--- src/rtl/rtick_pkg.sv ---
package rtick_pkg;
  localparam int DATA_W   = 32;
  localparam int RELOAD_W = 16;

  localparam logic [7:0] OFS_CTRL   = 8'h00;
  localparam logic [7:0] OFS_RELOAD = 8'h08;
  localparam logic [7:0] OFS_VALUE  = 8'h0C;

  localparam int CTRL_SRST_BIT = 31;
  localparam int CTRL_RUN_BIT  = 0;

  localparam logic [1:0] SIZE_WORD = 2'b10;

  typedef enum logic [1:0] {
    SEL_NONE   = 2'd0,
    SEL_CTRL   = 2'd1,
    SEL_RELOAD = 2'd2,
    SEL_VALUE  = 2'd3
  } reg_sel_e;
endpackage

--- src/rtl/rtick_decode.sv ---
module rtick_decode
  import rtick_pkg::*;
#(
  parameter int ADDR_W = 8
) (
  input  logic              req_valid,
  input  logic              req_write,
  input  logic [ADDR_W-1:0] req_addr,
  input  logic [1:0]        req_size,
  output reg_sel_e          sel,
  output logic              wr_ctrl,
  output logic              wr_reload
);
  logic word_ok;

  // Only full-word requests reach a register.
  assign word_ok = req_valid && (req_size == SIZE_WORD);

  always_comb begin
    sel = SEL_NONE;
    if (word_ok) begin
      if (req_addr == ADDR_W'(OFS_CTRL))        sel = SEL_CTRL;
      else if (req_addr == ADDR_W'(OFS_RELOAD)) sel = SEL_RELOAD;
      else if (req_addr == ADDR_W'(OFS_VALUE))  sel = SEL_VALUE;
    end
  end

  // The count register has no write strobe: writes to it fall away.
  assign wr_ctrl   = req_write && (sel == SEL_CTRL);
  assign wr_reload = req_write && (sel == SEL_RELOAD);
endmodule

--- src/rtl/rtick_regs.sv ---
module rtick_regs
  import rtick_pkg::*;
(
  input  logic                clk,
  input  logic                rst_n,
  input  logic                wr_ctrl,
  input  logic                wr_reload,
  input  logic [DATA_W-1:0]   wdata,
  output logic [DATA_W-1:0]   ctrl_q,
  output logic [RELOAD_W-1:0] reload_q,
  output logic                soft_clr,
  output logic                load_now,
  output logic                run_en
);
  assign soft_clr = wr_ctrl && wdata[CTRL_SRST_BIT];
  assign load_now = wr_reload;
  assign run_en   = ctrl_q[CTRL_RUN_BIT];

  always_ff @(posedge clk or negedge rst_n) begin
    if (!rst_n) begin
      ctrl_q   <= '0;
      reload_q <= '0;
    end else if (soft_clr) begin
      ctrl_q   <= '0;
      reload_q <= '0;
    end else begin
      if (wr_ctrl)   ctrl_q   <= wdata;
      if (wr_reload) reload_q <= wdata[RELOAD_W-1:0];
    end
  end

  a_r5_clear_regs: assert property (@(posedge clk) disable iff (!rst_n)
    soft_clr |=> (ctrl_q == '0) && (reload_q == '0));

  a_r4_store_ctrl: assert property (@(posedge clk) disable iff (!rst_n)
    (wr_ctrl && !wdata[CTRL_SRST_BIT]) |=> ctrl_q == $past(wdata));

  a_r2_quiet_regs: assert property (@(posedge clk) disable iff (!rst_n)
    (!wr_ctrl && !wr_reload) |=> $stable(ctrl_q) && $stable(reload_q));
endmodule

--- src/rtl/rtick_counter.sv ---
module rtick_counter #(
  parameter int CNT_W = 16
) (
  input  logic             clk,
  input  logic             rst_n,
  input  logic             run_en,
  input  logic             tick,
  input  logic             clr,
  input  logic             load,
  input  logic [CNT_W-1:0] load_val,
  input  logic [CNT_W-1:0] reload_val,
  output logic [CNT_W-1:0] count,
  output logic             expired
);
  logic step;
  logic at_zero;

  assign at_zero = (count == '0);
  // Register writes take precedence over a tick.
  assign step    = run_en && tick && !clr && !load;

  always_ff @(posedge clk or negedge rst_n) begin
    if (!rst_n) begin
      count   <= '0;
      expired <= 1'b0;
    end else begin
      expired <= 1'b0;
      if (clr) begin
        count <= '0;
      end else if (load) begin
        count <= load_val;
      end else if (step) begin
        if (at_zero) begin
          count   <= reload_val;
          expired <= 1'b1;
        end else begin
          count <= count - CNT_W'(1);
        end
      end
    end
  end

  a_r7_hold: assert property (@(posedge clk) disable iff (!rst_n)
    (!run_en && !clr && !load) |=> $stable(count));

  a_r6_decrement: assert property (@(posedge clk) disable iff (!rst_n)
    (run_en && tick && !clr && !load && count != '0) |=> count == $past(count) - CNT_W'(1));

  a_r6_pulse_source: assert property (@(posedge clk) disable iff (!rst_n)
    expired |-> $past(run_en && tick && !clr && !load && count == '0));

  a_r3_load: assert property (@(posedge clk) disable iff (!rst_n)
    (load && !clr) |=> count == $past(load_val));

  a_r11_no_pulse: assert property (@(posedge clk) disable iff (!rst_n)
    (clr || load) |=> !expired);
endmodule

--- src/rtl/rtick_timer.sv ---
module rtick_timer
  import rtick_pkg::*;
#(
  parameter int ADDR_W = 8
) (
  input  logic              clk,
  input  logic              rst_n,
  input  logic              tick_en,
  input  logic              req_valid,
  input  logic              req_write,
  input  logic [ADDR_W-1:0] req_addr,
  input  logic [1:0]        req_size,
  input  logic [DATA_W-1:0] req_wdata,
  output logic              rsp_valid,
  output logic [DATA_W-1:0] rsp_rdata
  ,
  output logic              expired
);
  localparam int PAD_W = DATA_W - RELOAD_W;

  reg_sel_e            sel;
  logic                wr_ctrl, wr_reload;
  logic [DATA_W-1:0]   ctrl_q;
  logic [RELOAD_W-1:0] reload_q;
  logic [RELOAD_W-1:0] count;
  logic                soft_clr, load_now, run_en;
  logic [DATA_W-1:0]   rd_mux;

  rtick_decode #(.ADDR_W(ADDR_W)) u_decode (
    .req_valid (req_valid),
    .req_write (req_write),
    .req_addr  (req_addr),
    .req_size  (req_size),
    .sel       (sel),
    .wr_ctrl   (wr_ctrl),
    .wr_reload (wr_reload)
  );

  rtick_regs u_regs (
    .clk       (clk),
    .rst_n     (rst_n),
    .wr_ctrl   (wr_ctrl),
    .wr_reload (wr_reload),
    .wdata     (req_wdata),
    .ctrl_q    (ctrl_q),
    .reload_q  (reload_q),
    .soft_clr  (soft_clr),
    .load_now  (load_now),
    .run_en    (run_en)
  );

  rtick_counter #(.CNT_W(RELOAD_W)) u_counter (
    .clk        (clk),
    .rst_n      (rst_n),
    .run_en     (run_en),
    .tick       (tick_en),
    .clr        (soft_clr),
    .load       (load_now),
    .load_val   (req_wdata[RELOAD_W-1:0]),
    .reload_val (reload_q),
    .count      (count),
    .expired    (expired)
  );

  always_comb begin
    unique case (sel)
      SEL_CTRL:   rd_mux = ctrl_q;
      SEL_RELOAD: rd_mux = {{PAD_W{1'b0}}, reload_q};
      SEL_VALUE:  rd_mux = {{PAD_W{1'b0}}, count};
      default:    rd_mux = '0;
    endcase
  end

  always_ff @(posedge clk or negedge rst_n) begin
    if (!rst_n) begin
      rsp_valid <= 1'b0;
      rsp_rdata <= '0;
    end else begin
      rsp_valid <= req_valid && !req_write;
      rsp_rdata <= (req_valid && !req_write) ? rd_mux : '0;
    end
  end

  a_r10_response: assert property (@(posedge clk) disable iff (!rst_n)
    (req_valid && !req_write) |=> rsp_valid);

  a_r10_no_spurious: assert property (@(posedge clk) disable iff (!rst_n)
    !(req_valid && !req_write) |=> !rsp_valid);

  a_r2_narrow_read: assert property (@(posedge clk) disable iff (!rst_n)
    (req_valid && !req_write && req_size != SIZE_WORD) |=> rsp_rdata == '0);
endmodule

--- config.mk ---
export PLATFORM = sky130hd
export DESIGN_NAME = rtick_timer
export DESIGN_NICKNAME = d
export VERILOG_FILES = /design/src/rtl/rtick_pkg.sv /design/src/rtl/rtick_decode.sv /design/src/rtl/rtick_regs.sv /design/src/rtl/rtick_counter.sv /design/src/rtl/rtick_timer.sv
export SDC_FILE = /design/constraint.sdc
export NUM_CORES = 1
export LEC_CHECK = 0
export ABC_AREA = 1
export BUFFER_PORTS_ARGS = -buffer_cell sky130_fd_sc_hd__buf_4
export CAP_MARGIN = 20
export CORE_ASPECT_RATIO = 1.75
export CORE_UTILIZATION = 51
export DETAILED_ROUTE_END_ITERATION = 16
export GPL_TIMING_DRIVEN = 0
export PLACE_DENSITY = 0.82
export SLEW_MARGIN = 20
export SYNTH_ARGS = -nofsm -noshare
export SYNTH_HDL_FRONTEND = slang
export SYNTH_SLANG_ARGS = --single-unit
--- constraint.sdc ---
create_clock -name clk -period 1.6 [get_ports clk]
set_input_delay 0.32 -clock clk [delete_from_list [all_inputs] [get_ports clk]]
set_output_delay 0.32 -clock clk [all_outputs]
set_load 0.1 [all_outputs]
==> impl_metrics.yaml <==
run_status:
  status: "finished with violations"
  violations: "setup timing"
timing:
  hold_viol_final: 0
  setup_violations: 11
  holdWs_ns: 0.0246
  fin_ws_ns: -0.0431
  finalCritPeriodShare_pct: 103
  final_max_slew_viol_count: 0
  period_minus_slack_ns: 1.64
  max_freq_mhz: 609
  max_slew_margin_pct: 39.5
  skew_ns: 0.00686
  rsz0062_at_grt: "yes"
  worst_pin_slew_ns: 0.907
cells_and_area:
  final_common_cell: "nand2_1"
  fin_nets: 792
  stdcell_count: 870
  final.fill_count: 717
  layout.cells.most_common_list: "173 x nand2_1, 104 x buf_4, 87 x dfrtp_1, 71 x inv_1, 65 x nand3_1"
  drive_gt1_share_pct: 32.6
  area.growth.synth_to_final_pct: 33.1
  diodes: 0
drt:
  dr.pass1.iters: 7
  viasPerCell: 5.72
  drc: 0
  wl_per_cell_um: 18.4
  route.final.wire_length_mm: 16.0
  detail-route-antenna-nets: 0
  drtIter0Drc: 530
  vias: 4978
power_and_ir_drop:
  power_mw: 5.40
  ir_drop_uv: 640
  p_per_area_mw_per_mm2: 808
  p_leak_nw: 3.70
setup_path:
  reg2reg_depth: 9
  crit_arrival_ns: 1.88
  worstSetupPathType: "reg -> reg"
  cp_data_required_time_ns: 1.84
  startpoint_type: "flip-flop"
  cp-end-kind: "flip-flop"
  worstPathMaxFanout: 6
clock_network:
  htreeDepth: 3
  cts_root_buf: "clkbuf_16"
  clock_latency_ns: 0.35
  cts_tree: "done"
  clkSinkCount: 98
  path_clk_slew_ns: 0.07
  cts_buffers: 9
  cts.path.max_buffers: 2
floorplanning:
  dieHeight_um: 133
  fp-row-count: 47
  core_area_sq_mm: 0.00953
  start_util_pct: 52.7
  ioPinCount: 81
  dieArea_sq_mm: 0.0103
  die_width_um: 77.0
global_routing:
  grt_usage_pct: 31.0
  grt_overflow: 0
  grt_start_max_net_pins: 99
  grt_pass1_vias: 4971
  grt_first_pass_wirelength_mm: 24.5
  antenna_found_initial: 0
logic_synthesis:
  synth-seq-area-share_pct: 48.8
  synth.distinct_cells: 36
  synthCells: 625
  syn_area_sq_mm: 0.00502
  synth_seq_cells: 98
  avgSynthCellArea_sq_um: 8.04
  yosys_warnings: 0
  synth_fp_nets: 674
placement:
  dpl.hpwl_mm: 10.3
  dp.cells: 827
  place_congestion: 0.949
  pre_cts_slack_ns: -0.459
  portBuffers: 80
hold_path:
  min_path_type: "in -> async"
run:
  drv_cap: 0
worst max-delay path: stages (launching register included):
cell	delay [ns]
dfrtp_2	0.48
nor2_4	0.15
nand2_4	0.07
nor2_4	0.26
nand2_4	0.13
buf_8	0.16
nand2_2	0.06
nand3_2	0.05
nor2_1	0.12
nor2_1	0.05
worst paths after layout:
path | slack (ns) | end | from
min in group clk | 0.20 | u_regs.ctrl_q[27]$_DFFE_PN0P_ | req_wdata[27]
max in group asynchronous | 0.86 | u_counter.count[8]$_DFFE_PN0P_ | rst_n
hold reg to reg | 0.47 | u_regs.ctrl_q[31]$_DFFE_PN0P_ | u_regs.ctrl_q[31]$_DFFE_PN0P_
setup / recovery | -0.04 | u_counter.count[1]$_DFFE_PN0P_ | u_counter.count[6]$_DFFE_PN0P_
setup reg to reg | -0.04 | u_counter.count[1]$_DFFE_PN0P_ | u_counter.count[6]$_DFFE_PN0P_
hold / removal | 0.02 | u_regs.reload_q[2]$_DFFE_PN0P_ | rst_n
per-stage QoR:
| stage | setup TNS (ns) | util, % | instance area, sq um |
|---|---|---|---|
| global placement | -17.01 | 60.7 | 5780 |
| CTS | -0.0276 | 65.9 | 6280 |
| global route | -1.32 | 70.2 | 6690 |
| finish | -0.268 | 70.2 | 6690 |
| detailed placement | -20.07 | 60.7 | 5780 |
| floorplan | 0 | - | 5020 |
flip-flops by register name (all words and copies together), names as in the netlist:
name               flops
u_regs.ctrl_q         32
rsp_rdata             32
u_counter.count       16
u_regs.reload_q       16
rsp_valid              1
u_counter.expired      1
power breakdown:
part	total [mW]	internal, mW	switching, mW	leakage, nW
logic	0.486	0.199	0.287	2.26
clock network	2.39	1.39	0.999	0.156
registers	2.53	2.50	0.0237	1.28
total	5.40	4.09	1.31	3.70
per-layer routing:
layer  vias up  global-route usage (%)  share of wire [%]
met5         -                       0                  0
met4         0                    22.4                6.5
met3        96                    5.55                7.6
met2       302                    52.6                 52
met1      2343                    34.6                 34
li1       2237                       -                  -
area by class of cell:
| cell class | count | area, sq um | area share (%) |
|---|---|---|---|
| Tap cell | 122 | 153 | 2.28 |
| Sequential cell | 98 | 2470 | 36.9 |
| Buffer | 26 | 225 | 3.37 |
| Clock buffer | 10 | 229 | 3.42 |
| Clock inverter | 6 | 96.3 | 1.44 |
| Multi-Input combinational cell | 421 | 2370 | 35.4 |
| Inverter | 80 | 307 | 4.58 |
| Timing Repair Buffer | 107 | 847 | 12.7 |
synthesized netlist by cell type (all sizes together):
library cell	count	area [sq um]
nand2	197	803
xor2	3	26.3
nand4	21	153
nor2	37	213
clkinv	2	8.75
ha	2	25.0
buf	21	180
o21bai	4	30.0
o211ai	2	15.0
a21oi	1	5.00
dfrtp	98	2450
clkbuf	5	20.0
o21ai	43	215
a211oi	1	7.51
inv	78	295
nor3	13	70.1
a21boi	1	7.51
nand3	96	498
cell families after synthesis:
group,share of synthesized area [%]
buf+inv,10.0
flops,48.8
simple gates,34.6
fa+ha+maj,0.498
xor+xnor,0.523
compound gates,5.58
what timing repair did:
action / 4_1_cts / 5_1_grt
gates cloned: 0 / 1
pin swaps: 4 / 33
setup buffers: 9 / 17
setup endpoints to repair: 17 / 48
hold buffers: 0 / 0
resized for setup: 34 / 66
No activity file was read; power rests on OpenSTA's default activity.
